## src/rtl/click_seq_pkg.sv

```systemverilog
package click_seq_pkg;

  typedef enum logic [1:0] {
    ENC_BINARY  = 2'd0,
    ENC_GRAY    = 2'd1,
    ENC_JOHNSON = 2'd2,
    ENC_ONEHOT  = 2'd3
  } enc_e;

  // Number of flip-flops needed to hold n_states under encoding e.
  function automatic int code_width(enc_e e, int n_states);
    case (e)
      ENC_JOHNSON: return (n_states + 1) / 2;
      ENC_ONEHOT:  return n_states;
      default:     return (n_states <= 2) ? 1 : $clog2(n_states);
    endcase
  endfunction

  // Code word for state index idx (right aligned in 32 bits).
  function automatic logic [31:0] state_code(enc_e e, int idx, int n_states);
    logic [31:0] u;
    logic [31:0] ones;
    int          w;
    u = 32'(idx);
    case (e)
      ENC_GRAY:   return u ^ (u >> 1);
      ENC_ONEHOT: return 32'd1 << idx;
      ENC_JOHNSON: begin
        w    = (n_states + 1) / 2;
        ones = (32'd1 << w) - 32'd1;
        if (idx < w) return (32'd1 << idx) - 32'd1;
        else         return (ones << (idx - w)) & ones;
      end
      default:    return u;
    endcase
  endfunction

endpackage

```

## src/rtl/click_rst_sync.sv

```systemverilog
module click_rst_sync #(
  parameter int STAGES = 2
) (
  input  logic clk,
  input  logic rst_n_async,
  output logic rst_n_sync
);

  logic [STAGES-1:0] chain_q;

  always_ff @(posedge clk or negedge rst_n_async) begin
    if (!rst_n_async) chain_q <= '0;
    else              chain_q <= {chain_q[STAGES-2:0], 1'b1};
  end

  assign rst_n_sync = chain_q[STAGES-1];

endmodule

```

## src/rtl/click_btn_sync.sv

```systemverilog
module click_btn_sync #(
  parameter int STAGES = 2
) (
  input  logic clk,
  input  logic level_in,
  output logic level_out
);

  logic [STAGES-1:0] chain_q;

  // Synchronizer flops carry no reset; they refill while the clock runs.
  always_ff @(posedge clk) begin
    chain_q <= {chain_q[STAGES-2:0], level_in};
  end

  assign level_out = chain_q[STAGES-1];

endmodule

```

## src/rtl/click_state_reg.sv

```systemverilog
module click_state_reg
  import click_seq_pkg::*;
#(
  parameter enc_e ENCODING = ENC_BINARY,
  parameter int   N_STATES = 10,
  parameter int   IDX_W    = $clog2(N_STATES)
) (
  input  logic             clk,
  input  logic             rst_n,
  input  logic             load_en,
  input  logic [IDX_W-1:0] next_idx,
  output logic [IDX_W-1:0] cur_idx
);

  localparam int          CW       = code_width(ENCODING, N_STATES);
  localparam logic [31:0] RST_FULL = state_code(ENCODING, 0, N_STATES);

  logic [CW-1:0] code_tbl [N_STATES];
  logic [CW-1:0] code_d, code_q;
  logic          code_hit;

  for (genvar g = 0; g < N_STATES; g++) begin : g_code
    localparam logic [31:0] FULL = state_code(ENCODING, g, N_STATES);
    assign code_tbl[g] = FULL[CW-1:0];
  end

  // Encode side
  always_comb begin
    code_d = code_tbl[0];
    for (int i = 0; i < N_STATES; i++)
      if (next_idx == IDX_W'(i)) code_d = code_tbl[i];
  end

  always_ff @(posedge clk or negedge rst_n) begin
    if (!rst_n)       code_q <= RST_FULL[CW-1:0];
    else if (load_en) code_q <= code_d;
  end

  // Decode side; an unknown word falls back to index 0 (off, released)
  always_comb begin
    cur_idx  = '0;
    code_hit = 1'b0;
    for (int i = 0; i < N_STATES; i++) begin
      if (code_q == code_tbl[i]) begin
        cur_idx  = IDX_W'(i);
        code_hit = 1'b1;
      end
    end
  end

  // the stored word is always one of the legal codes
  a_r8_legal_code: assert property (@(posedge clk) disable iff (!rst_n)
    code_hit);

  if (ENCODING == ENC_ONEHOT) begin : g_onehot_chk
    // one-hot storage keeps exactly one bit set
    a_r8_onehot: assert property (@(posedge clk) disable iff (!rst_n)
      $countones(code_q) == 1);
  end

endmodule

```

## src/rtl/click_mode_seq.sv

```systemverilog
module click_mode_seq
  import click_seq_pkg::*;
#(
  parameter int   NUM_MODES   = 5,
  parameter enc_e ENCODING    = ENC_BINARY,
  parameter int   SYNC_STAGES = 2,
  parameter int   MODE_W      = $clog2(NUM_MODES)
) (
  input  logic              clk,
  input  logic              rst_n,
  input  logic              sample_tick,
  input  logic              button_raw,
  output logic [MODE_W-1:0] mode_code
);

  localparam int N_STATES = 2 * NUM_MODES;
  localparam int IDX_W    = $clog2(N_STATES);
  localparam int LAST     = NUM_MODES - 1;

  logic             rst_i;
  logic             btn_s;
  logic [IDX_W-1:0] cur_idx, nxt_idx;
  logic             held_q;
  int               cur_mode;

  click_rst_sync #(.STAGES(SYNC_STAGES)) u_rst (
    .clk         (clk),
    .rst_n_async (rst_n),
    .rst_n_sync  (rst_i)
  );

  click_btn_sync #(.STAGES(SYNC_STAGES)) u_btn (
    .clk       (clk),
    .level_in  (button_raw),
    .level_out (btn_s)
  );

  click_state_reg #(
    .ENCODING (ENCODING),
    .N_STATES (N_STATES),
    .IDX_W    (IDX_W)
  ) u_state (
    .clk      (clk),
    .rst_n    (rst_i),
    .load_en  (sample_tick),
    .next_idx (nxt_idx),
    .cur_idx  (cur_idx)
  );

  // State index = 2*mode + held
  assign held_q   = cur_idx[0];
  assign cur_mode = int'(cur_idx >> 1);

  always_comb begin
    nxt_idx = cur_idx;
    if (btn_s) begin
      if (!held_q)
        nxt_idx = IDX_W'(((cur_mode == LAST) ? 0 : cur_mode + 1) * 2 + 1);
    end else begin
      nxt_idx = IDX_W'(cur_mode * 2);
    end
  end

  assign mode_code = MODE_W'(cur_mode);

  // the mode reads off throughout reset
  always @(posedge clk) begin
    if (!rst_n) a_r1_off_in_reset: assert (mode_code == '0);
  end

  // no tick, no change
  a_r3_hold_without_tick: assert property (@(posedge clk) disable iff (!rst_i)
    !sample_tick |=> $stable(mode_code));

  // a fresh press on a tick steps the mode forward
  a_r4_step: assert property (@(posedge clk) disable iff (!rst_i)
    (sample_tick && btn_s && !held_q && mode_code != MODE_W'(LAST))
      |=> mode_code == $past(mode_code) + MODE_W'(1));

  // a press in the last mode wraps to off
  a_r5_wrap: assert property (@(posedge clk) disable iff (!rst_i)
    (sample_tick && btn_s && !held_q && mode_code == MODE_W'(LAST))
      |=> mode_code == '0);

  // a held button does not step again
  a_r6_held_once: assert property (@(posedge clk) disable iff (!rst_i)
    (sample_tick && btn_s && held_q) |=> $stable(mode_code));

  // a sampled release keeps the mode
  a_r6_release_keeps: assert property (@(posedge clk) disable iff (!rst_i)
    (sample_tick && !btn_s) |=> $stable(mode_code));

endmodule

```

## config.mk

```make
export PLATFORM = sky130hd
export DESIGN_NAME = click_mode_seq
export DESIGN_NICKNAME = d
export VERILOG_FILES = /design/src/rtl/click_seq_pkg.sv /design/src/rtl/click_rst_sync.sv /design/src/rtl/click_btn_sync.sv /design/src/rtl/click_state_reg.sv /design/src/rtl/click_mode_seq.sv
export SDC_FILE = /design/constraint.sdc
export NUM_CORES = 1
export LEC_CHECK = 0
export BUFFER_PORTS_ARGS = -buffer_cell sky130_fd_sc_hd__buf_2
export CORE_AREA = 2 2 39 41
export CTS_BUF_LIST = sky130_fd_sc_hd__clkbuf_8
export DETAILED_ROUTE_END_ITERATION = 8
export DIE_AREA = 0 0 41 43
export MAX_ROUTING_LAYER = met4
export PLACE_DENSITY = 0.57
export SETUP_SLACK_MARGIN = 0.15
export SLEW_MARGIN = 20
export SYNTH_ARGS = -nofsm -noshare
export SYNTH_HDL_FRONTEND = slang
export SYNTH_SLANG_ARGS = --single-unit
```

## constraint.sdc

```tcl
create_clock -name clk -period 1.1 [get_ports clk]
set_input_delay 0.22 -clock clk [delete_from_list [all_inputs] [get_ports clk]]
set_output_delay 0.22 -clock clk [all_outputs]
set_load 0.01 [all_outputs]
```

**Word-level counts from Yosys, hierarchy flattened**

Cells that the tools add are included.

- Add/sub/neg operators: 2
- Equal/unequal tests: 19
- Mux-type cells: 21

Operators with widths:

| cell | number |
|---|---|
| 2-to-1 mux 4 bit | 12 |
| == test 4 x 3 -> 1 bit (second input constant) | 8 |
| == test 4 x 2 -> 1 bit (second input constant) | 4 |
| == test 4 bit (second input constant) | 4 |
| 2-to-1 mux 3 bit | 5 |
| == test 4 x 1 -> 1 bit (second input constant) | 2 |
| adder 4 x 1 -> 4 bit (second input constant) | 1 |
| 2-to-1 mux 2 bit | 2 |
| adder 3 x 1 -> 3 bit (second input constant) | 1 |
| == test 3 bit (second input constant) | 1 |
| 2-to-1 mux 1 bit | 2 |

- Bits in registers: 8
- Bits of input ports: 4
- Logic and storage cells: 45

**Logic depth before layout (Yosys ltp)**

Gate-level depths: netlist (run 1).

- Depth after elaboration: 25
- Depth in mapped cells: 9

**Modules after synthesis**

A second synthesis (run 1) with hierarchy kept.

- Cells, all modules: 38
- Area total of the unflattened synthesis: 395.4 sq um

Modules (own cells, without submodules):

| module | times used | cells an instance | area each (sq um) |
|---|---|---|---|
| click_state_reg | 1 | 21 | 200.2 |
| click_mode_seq | 1 | 12 | 101.3 |
| click_rst_sync | 1 | 3 | 53.8 |
| click_btn_sync | 1 | 2 | 40.0 |

**Worst setup path before layout (run 1)**

OpenSTA, ideal clock, no wires.

- Kind: reg2reg
- Start point: register u_state.code_q[3]
- End point: register u_state.code_q[1]
- Library setup time: 0.125 ns
- Arrival time: 1.669 ns
- Data required time: 0.975 ns
- Setup slack: -0.694 ns
- Stages on the path, launching flop included: 9
- Buffers on the path: 0
- Cells stage by stage: dfrtp_1 -> inv_1 -> nand2_1 -> inv_1 -> ha_1 -> inv_1 -> o311ai_2 -> nor3_2 -> mux2_2

- Word-level cells in the longest chain between the ends: 23

RTL lines:

| element | RTL line | source |
|---|---|---|
| start: declaration | click_state_reg.sv:19 | `logic [CW-1:0] code_d, code_q;` |
| start signal: assignment | click_state_reg.sv:35 | `if (!rst_n) code_q <= RST_FULL[CW-1:0];` |
| start signal: assignment | click_state_reg.sv:36 | `else if (load_en) code_q <= code_d;` |
| == test 4 x 2 -> 1 bit | click_state_reg.sv:44 | `if (code_q == code_tbl[i]) begin` |
| 2-to-1 mux 2 bit (2 in a row) | click_state_reg.sv:44 |  |
| 2-to-1 mux 3 bit (4 in a row) | click_state_reg.sv:44 |  |
| 2-to-1 mux 4 bit | click_state_reg.sv:44 |  |
| 2-to-1 mux 4 bit (*) | click_state_reg.sv:44 |  |
| via mode_code[0] | click_mode_seq.sv:13 | `output logic [MODE_W-1:0] mode_code` |
| adder 3 x 1 -> 3 bit / == test 3 bit (equally long branches) | click_mode_seq.sv:58 | `nxt_idx = IDX_W'(((cur_mode == LAST) ? 0 : cur_mode + 1) * 2 + 1);` |
| 2-to-1 mux 3 bit | click_mode_seq.sv:58 |  |
| adder 4 x 1 -> 4 bit | click_mode_seq.sv:58 |  |
| 2-to-1 mux 4 bit | click_mode_seq.sv:57 | `if (!held_q)` |
| 2-to-1 mux 4 bit (*) | click_mode_seq.sv:56 | `if (btn_s) begin` |
| == test 4 x 2 -> 1 bit | click_state_reg.sv:31 | `if (next_idx == IDX_W'(i)) code_d = code_tbl[i];` |
| 2-to-1 mux 4 bit (7 in a row) | click_state_reg.sv:31 |  |
| 2-to-1 mux 4 bit (*) | click_state_reg.sv:31 |  |

The timed path passes the listed nets; every way through them passes the cells marked *.
A chain may end at the register's enable or synchronous reset.

**Worst setup path in the final report (run 1)**

- Start point: register u_state.code_q[3]
- End point: register u_state.code_q[2]

- Word-level cells in the longest chain between the ends: 22

RTL lines:

| element | RTL line |
|---|---|
| == test 4 x 2 -> 1 bit | click_state_reg.sv:44 |
| 2-to-1 mux 2 bit (2 in a row) | click_state_reg.sv:44 |
| 2-to-1 mux 3 bit (4 in a row) | click_state_reg.sv:44 |
| 2-to-1 mux 4 bit | click_state_reg.sv:44 |
| 2-to-1 mux 4 bit (*) | click_state_reg.sv:44 |
| adder 3 x 1 -> 3 bit / == test 3 bit (equally long branches) | click_mode_seq.sv:58 |
| 2-to-1 mux 3 bit | click_mode_seq.sv:58 |
| adder 4 x 1 -> 4 bit | click_mode_seq.sv:58 |
| 2-to-1 mux 4 bit | click_mode_seq.sv:57 |
| 2-to-1 mux 4 bit (*) | click_mode_seq.sv:56 |
| == test 4 x 2 -> 1 bit | click_state_reg.sv:31 |
| 2-to-1 mux 4 bit (6 in a row) | click_state_reg.sv:31 |
| 2-to-1 mux 4 bit (*) | click_state_reg.sv:31 |

Mark *: on every way between the ends. The rest lies on a longest branch, timed or not.

==> results of run 1 <==
[stage by stage]
step / setup WS, ns / setup TNS, ns / power (uW) / area, um2
6_report: -0.529 / -2.43 / 1640 / 676
5_1_grt: -0.616 / -2.99 / 1770 / 676
4_1_cts: -0.533 / -2.50 / 1640 / 669
3_5_place_dp: -0.537 / -2.09 / 1150 / 587
3_3_place_gp: -0.530 / -1.99 / 1150 / 587
2_1_floorplan: -0.527 / -1.83 / 915 / 480
[placed cells by master, fill, tap and decap left out]
master         n
buf_4          9
a32oi_2        1
o22ai_1        1
o2bb2ai_1      1
inv_1          2
nor2_1         2
nand2_4        2
ha_4           2
dlygate4sd3_1  1
conb_1         1
nand3_1        1
mux2_4         1
dfxtp_1        2
nor3b_2        1
nor3_2         1
o21ai_1        1
clkbuf_8       3
a31oi_1        2
nand2b_2       1
o311ai_4       1
buf_2          4
inv_4          1
a22o_1         1
buf_6          2
nand3b_1       1
dfrtp_1        6
mux2i_1        1
inv_2          2
mux2_2         1
nand2_1        6
o22ai_2        1
[state kept, by name, indices dropped and copies added (netlist names)]
register,flops
u_state.code_q,4
u_btn.chain_q,2
u_rst.chain_q,2
[repair_timing]
item / CTS / global route
setup buffers: 1 / 0
endpoints found under the setup margin: 7 / 7
endpoints found under the hold margin: 2 / 0
pin swaps: 6 / 0
resized for setup: 3 / 1
hold buffers: 1 / 0
cloned: 0 / 0
[layer usage]
layer | wire (um) | GRT usage, %
met1 | 365 | 16.0
met2 | 564 | 23.8
met3 | 15 | 3.14
met4 | 5 | 4.00
met5 | 0 | -
[logic make-up (layout without fill, tap and decap cells)]
kind of cell             after synthesis  count (layout)  share of synthesized area, %
AND/OR/NAND/NOR                       15              15                          19.2
AO/OA/AOI/OAI                          9               9                          17.1
flip-flops                             8               8                          44.8
buffers and inverters                  5              24                          4.42
multiplexers                           3               3                          7.67
adder cells (fa/ha/maj)                2               2                          5.90
other                                  1               1                         0.884
[path summary, 6_finish.rpt]
kind	startpoint	to	slack [ns]	cells past startpoint
worst max-delay path	u_state.code_q[3]$_DFFE_PN0P_	u_state.code_q[2]$_DFFE_PN0P_	-0.53	7
max in group asynchronous	rst_n	u_rst.chain_q[1]$_DFF_PN0_	0.65	2
min in group clk	button_raw	u_btn.chain_q[0]$_DFF_P_	0.11	1
worst max register to register	u_state.code_q[3]$_DFFE_PN0P_	u_state.code_q[2]$_DFFE_PN0P_	-0.53	7
worst min-delay path	u_rst.chain_q[1]$_DFF_PN0_	u_state.code_q[3]$_DFFE_PN0P_	0.06	0
worst min register to register	u_rst.chain_q[1]$_DFF_PN0_	u_state.code_q[3]$_DFFE_PN0P_	0.06	0
[power by group through the flow]
stage | Clock [uW] | Combinational [uW] | Sequential (uW)
final | 345 | 884 | 416
after CTS | 352 | 869 | 418
after detailed placement | 0 | 730 | 422
after floorplan | 0 | 483 | 432
after global routing | 365 | 984 | 424
after global placement | 0 | 730 | 420
[layout make-up]
type / count / area (um2) / share of cell area (%)
timing repair buffer: 16 / 120 / 17.8
clock inverter: 1 / 3.75 / 0.556
clock buffer: 3 / 41.3 / 6.11
multi-input combinational: 30 / 283 / 41.9
sequential: 8 / 190 / 28.1
inverter: 4 / 17.5 / 2.59
tap: 16 / 20.0 / 2.96
==> key figures, run 1 <==
Run status
  – Outcome: finished, violations left
  – Violated checks: setup timing

Logic synthesis
  – Top-area cell type share of the netlist area: a little over a third
  – Seq cells post-synth: 8
  – Unique masters post-synth: 22
  – Mean Syn Cell Area: between 9 and 10 um2
  – Post-Synthesis Cells: 43
  – Top cells by count, synth: nand2_1, dfrtp_1, inv_1
  – Warnings, synthesis: 0
  – Synth Flop Type: dfrtp_1
  – Synth top area cells: dfrtp_1, dfxtp_1, nand2_1, ha_1, mux2_2
  – Mapped cell area: 424 um2
  – Top-count cell post-synth: nand2_1
  – Syn_nets: 49
  – Post-synth ARST share: 75.0%
  – Yosys top cell by area: dfrtp_1
  – Seq/Total Area, Yosys: 44.8%
  – Number of synthesized flops with an enable pin: 0

Worst setup path
  – CP Max Fanout: 3
  – CP required: ~1.2 ns
  – Worst path arrival time: 1.74 ns
  – Critical Path Slowest Stage Cell: dfrtp_1
  – Kind of critical path: flip-flop to flip-flop
  – Crit-path cells: inv_2 -> nand2_4 -> ha_4 -> a22o_1 -> a32oi_2 -> nor2_1 -> mux2_4
  – CP max stage delay: 0.38 ns
  – Critical path endpoint category: flip-flop
  – CP Buf/Inv Count: 1
  – Crit start category: flip-flop
  – Largest delay share family, worst path: flip-flops

Clocking
  – Clock buffer depth: 2
  – Clk_lat worst skew: around 0.22 ns
  – CTS Root Cell: clkbuf_8
  – Num CTS Buffers: 3
  – CTS clk-pin slew, worst paths: about 0.040 ns
  – Sink Count: 8
  – CTS tree: done
  – H-Tree Depth: 1

Timing
  – Final WS setup: -0.529 ns
  – Setup violators final: 7
  – RSZ-0062 raised after global routing: true
  – WHS: between 0.05 and 0.06 ns
  – Final Slew Violations: 0
  – Final hold viol count: 0
  – Layout Skew: between 0.008 and 0.009 ns
  – Final period util: 148%
  – Max Freq: about 0.61 GHz
  – Final Critical Period: 1.63 ns

Power and ir drop
  – Cell Int Power: 1070 uW
  – Comb power frac: 53.7%
  – Net switching power: 571 uW
  – Seq pwr share: between 20 and 30%
  – Worst-case vdd ir drop: between 1.5 and 2 mV
  – Pwr/cell area: 2430 nW/um2
  – Switching Fraction: a little over a third
  – Clock power frac: 21.0%
  – P_leak: between 0.0002 and 0.0003 uW

Drt
  – Wirelength per Cell: 12.2 um
  – Vias: 373
  – Routed Antenna Nets: 0
  – First drt pass iteration count: 3
  – Starting DRT DRC Count: 8
  – Vias per inst: ~4.8
  – WL final: 950 um
  – Residual DRC count: 0

Finish
  – N_diodes: 0
  – Final net count: 69
  – Post-layout util: 48.8%
  – Fillers: 129
  – Share of layout cells above drive strength 1: 53.2%
  – Area Overhead vs Synth: 59.3%
  – Non-filler cells, final: 78

GRT
  – First-pass GRT wire length: approximately 1.6 mm
  – Grt ovf: 0
  – Pin count of the biggest net entering global routing: 7
  – GRT Resource Usage Total: between 10 and 15%
  – Antenna violations before repair: 0
  – Vias in the first global route: just under 400

Floorplanning
  – Initial Utilization: 30.7%
  – Die Area: 1760 um2
  – I/O pin count: 7
  – Std cell rows: 14
  – Die span in y: between 40 and 50 um
  – Core Footprint: 1380 um2
  – Die X: 41 um

Placement
  – HPWL after DPL: 687 um
  – IO buf count: 6
  – Final GP Congestion: about 0.83
  – DP Cell Count: 72

Flow run
  – Max-cap check violation count: 0

Min path
  – Hold crit path type: flip-flop to async pin
(Power assumes the default switching activity.)
==> run 2: changes to the inputs <==
--- a/config.mk
+++ b/config.mk
@@ -11,9 +11,10 @@
 export DETAILED_ROUTE_END_ITERATION = 8
 export DIE_AREA = 0 0 41 43
 export MAX_ROUTING_LAYER = met4
-export PLACE_DENSITY = 0.57
+export PLACE_DENSITY = 0.55
 export SETUP_SLACK_MARGIN = 0.15
 export SLEW_MARGIN = 20
 export SYNTH_ARGS = -nofsm -noshare
 export SYNTH_HDL_FRONTEND = slang
+export SYNTH_HIERARCHICAL = 1
 export SYNTH_SLANG_ARGS = --single-unit
==> run 2 against run 1 <==
Compared with the run above:
- the flow still finishes with violations (setup timing)
- clock power is 1% lower
- sequential cell count stayed put
- register-to-register slack better by 0.11 ns
- sequential share of layout area is 2.6 points higher
- via count is 16% lower
- critical endpoint is now u_state/code_q[3]$_DFFE_PN0P_
- largest power group unchanged
==> key figures, run 2 <==
Finish
  – Share of layout cells above drive strength 1: 58.6% (was 53.2%)
  – Top flop regs: u_state/code_q x4, u_btn/chain_q x2, u_rst/chain_q x2 (was u_state.code_q x4, u_btn.chain_q x2, u_rst.chain_q x2)
  – Area Overhead vs Synth: 57.6% (was 59.3%)
  – Final net count: 65 (was 69)
  – Post-route design area: 623 um2 (was 676 um2)
  – N_diodes: 0 (unchanged)
  – Commonest non-fill, non-tap cells in the layout: buf_4, buf_2, dfrtp_1 (was buf_4, nand2_1, dfrtp_1)
  – Commonest non-fill, non-tap cell in the layout: buf_4 (unchanged)
  – Reg with most FFs: u_state/code_q (was u_state.code_q)
  – Max FFs per register: 4 (unchanged)
  – Multi-input logic area: 233 um2 (was 283 um2)
  – Reg area: 191 um2 (was 190 um2)
  – Fillers: 142 (was 129)
  – Post-layout util: 45.0% (was 48.8%)

Drt
  – Routed Antenna Nets: 0 (unchanged)
  – Residual DRC count: 0 (unchanged)
  – Vias per inst: 4.22 (was 4.78)
  – First drt pass iteration count: 1 (was 3)
  – Starting DRT DRC Count: 0 (was 8)
  – WL final: 678 um (was 950 um)
  – Wirelength per Cell: 9.16 um (was 12.2 um)
  – Vias: 312 (was 373)

Logic synthesis
  – Yosys top cell by area: dfrtp_1 (unchanged)
  – Mean Syn Cell Area: 10.4 um2 (was 9.86 um2)
  – Seq/Total Area, Yosys: 48.1% (was 44.8%)
  – Synth top area cells: dfrtp_1, dfxtp_1, o21ai_0, ha_1, inv_1 (was dfrtp_1, dfxtp_1, nand2_1, ha_1, mux2_2)
  – Seq cells post-synth: 8 (unchanged)
  – Post-synth ARST share: 75.0% (unchanged)
  – Mapped cell area: 395 um2 (was 424 um2)
  – Top cells by count, synth: dfrtp_1, o21ai_0, inv_1 (was nand2_1, dfrtp_1, inv_1)
  – Number of synthesized flops with an enable pin: 0 (unchanged)
  – Warnings, synthesis: 6 (was 0)
  – Synth Flop Type: dfrtp_1 (unchanged)
  – Syn_nets: 44 (was 49)
  – Post-Synthesis Cells: 38 (was 43)
  – Top-area cell type share of the netlist area: 38.0% (was 35.4%)
  – Unique masters post-synth: 19 (was 22)

Worst setup path
  – CP max stage delay: 0.45 ns (was 0.38 ns)
  – Kind of critical path: flip-flop to flip-flop (unchanged)
  – CP Buf/Inv Count: 1 (unchanged)
  – Critical path endpoint category: flip-flop (unchanged)
  – Crit-path cells: nor2_4 -> inv_2 -> ha_4 -> mux2_4 -> o32ai_2 (was inv_2 -> nand2_4 -> ha_4 -> a22o_1 -> a32oi_2 -> nor2_1 -> mux2_4)
  – CP required: 1.22 ns (was 1.21 ns)
  – Critical Path Slowest Stage Cell: dfrtp_2 (was dfrtp_1)
  – CP Max Fanout: 4 (was 3)
  – Crit start category: flip-flop (unchanged)
  – Largest delay share family, worst path: flip-flops (unchanged)
  – Worst path arrival time: 1.64 ns (was 1.74 ns)

Timing
  – Final hold viol count: 0 (unchanged)
  – Layout Skew: 0.00153 ns (was 0.00844 ns)
  – Max Freq: 0.656 GHz (was 0.614 GHz)
  – Setup violators final: 7 (unchanged)
  – Final period util: 139% (was 148%)
  – Final setup TNS: -2.17 ns (was -2.43 ns)
  – Final WS setup: -0.424 ns (was -0.529 ns)
  – Final Slew Violations: 0 (unchanged)
  – Final Critical Period: 1.52 ns (was 1.63 ns)
  – RSZ-0062 raised after global routing: true (unchanged)

Clocking
  – Sink Count: 8 (unchanged)
  – CTS Root Cell: clkbuf_8 (unchanged)
  – CTS tree: done (unchanged)
  – H-Tree Depth: 1 (unchanged)
  – CTS clk-pin slew, worst paths: 0.04 ns (about the same)
  – Clock buffer depth: 2 (unchanged)
  – Clk_lat worst skew: 0.22 ns (about the same)
  – Num CTS Buffers: 3 (unchanged)

Floorplanning
  – Initial Utilization: 28.6% (was 30.7%)
  – Std cell rows: 14 (unchanged)
  – Die span in y: 43 um (unchanged)
  – I/O pin count: 7 (unchanged)
  – Die X: 41 um (unchanged)
  – Core Footprint: 1380 um2 (unchanged)
  – Die Area: 1760 um2 (unchanged)

Placement
  – Final GP Congestion: 0.753 (was 0.832)
  – Post-DP Area: 532 um2 (was 587 um2)
  – HPWL after DPL: 558 um (was 687 um)
  – IO buf count: 6 (unchanged)

GRT
  – Antenna violations before repair: 0 (unchanged)
  – Vias in the first global route: 287 (was 386)
  – GRT Resource Usage Total: 10.5% (was 14.1%)
  – Grt ovf: 0 (unchanged)
  – Pin count of the biggest net entering global routing: 9 (was 7)
  – First-pass GRT wire length: 1.17 mm (was 1.61 mm)

Power and ir drop
  – Total Power: 1300 uW (was 1640 uW)
  – Worst-case vdd ir drop: 1.11 mV (was 1.54 mV)
  – P_leak: 0.000286 uW (was 0.000298 uW)
  – Pwr/cell area: 2090 nW/um2 (was 2430 nW/um2)

Run status
  – Violated checks: setup timing (unchanged)
  – Outcome: finished, violations left (unchanged)

Flow run
  – Max-cap check violation count: 0 (unchanged)

Min path
  – Hold crit path type: flip-flop to async pin (unchanged)
[run 2: cell types whose count changed after synthesis, sizes merged, moves of 2 or more]
cell / previous run / this run
o21ai: 1 / 6
nand2: 8 / 1
a31oi: 2 / 0
o22ai: 2 / 0
[run 2: cell type report]
class / count / share of cell area [%]
clock inverter: 1 / 0.602
multi-input combinational: 25 / 37.3
timing repair buffer: 16 / 18.5
clock buffer: 3 / 6.63
tap: 16 / 3.21
inverter: 5 / 3.01
sequential: 8 / 30.7
[run 2: metrics by stage]
step	cells	setup WS [ns]	hold slack (ns)
floorplan	38	-0.411	-0.0756
CTS	73	-0.422	0.0612
finish	74	-0.424	0.0617
global route	74	-0.501	0.0885
global placement	67	-0.519	0.00727
detailed placement	67	-0.495	0.00515
[run 2: kinds of logic (layout without fill, tap and decap cells)]
group                    count (synthesis)  in the layout  synth area share, %
adder cells (fa/ha/maj)                  2              2                 6.33
flip-flops                               8              8                 48.1
buffers and inverters                    5             25                 4.75
multiplexers                             1              1                 3.80
AND/OR/NAND/NOR                         11             11                 17.1
other                                    1              1                0.948
AO/OA/AOI/OAI                           10             10                 19.0
[run 2: path summary, 6_finish.rpt]
kind | from | cells after the start | endpoint | slack (ns)
setup / recovery | u_state/code_q[3]$_DFFE_PN0P_ | 5 | u_state/code_q[3]$_DFFE_PN0P_ | -0.42
hold reg to reg | u_rst/chain_q[1]$_DFF_PN0_ | 0 | u_state/code_q[1]$_DFFE_PN0P_ | 0.06
setup reg to reg | u_state/code_q[3]$_DFFE_PN0P_ | 5 | u_state/code_q[3]$_DFFE_PN0P_ | -0.42
min in group clk | button_raw | 1 | u_btn/chain_q[0]$_DFF_P_ | 0.10
hold / removal | u_rst/chain_q[1]$_DFF_PN0_ | 0 | u_state/code_q[1]$_DFFE_PN0P_ | 0.06
max in group asynchronous | rst_n | 2 | u_rst/chain_q[1]$_DFF_PN0_ | 0.70
[run 2: metal layers]
layer	global-route usage, %	part of all wire (%)	routed length [um]
met1	14.1	46	310
met2	12.8	50	341
met3	4.71	2.8	19
met4	6.00	0.88	6
met5	-	0	0
[run 2: where the power goes]
part	leakage, uW	switching (uW)	internal, uW
Clock	0.0000269	101	240
Sequential	0.0000901	45.9	336
Combinational	0.000169	257	319
[run 2: timing repair]
action,CTS,global route
setup buffers,1,1
pin swaps,6,5
setup endpoints to repair,7,7
hold buffers,1,0
hold endpoints to repair,2,0
resized for setup,6,2
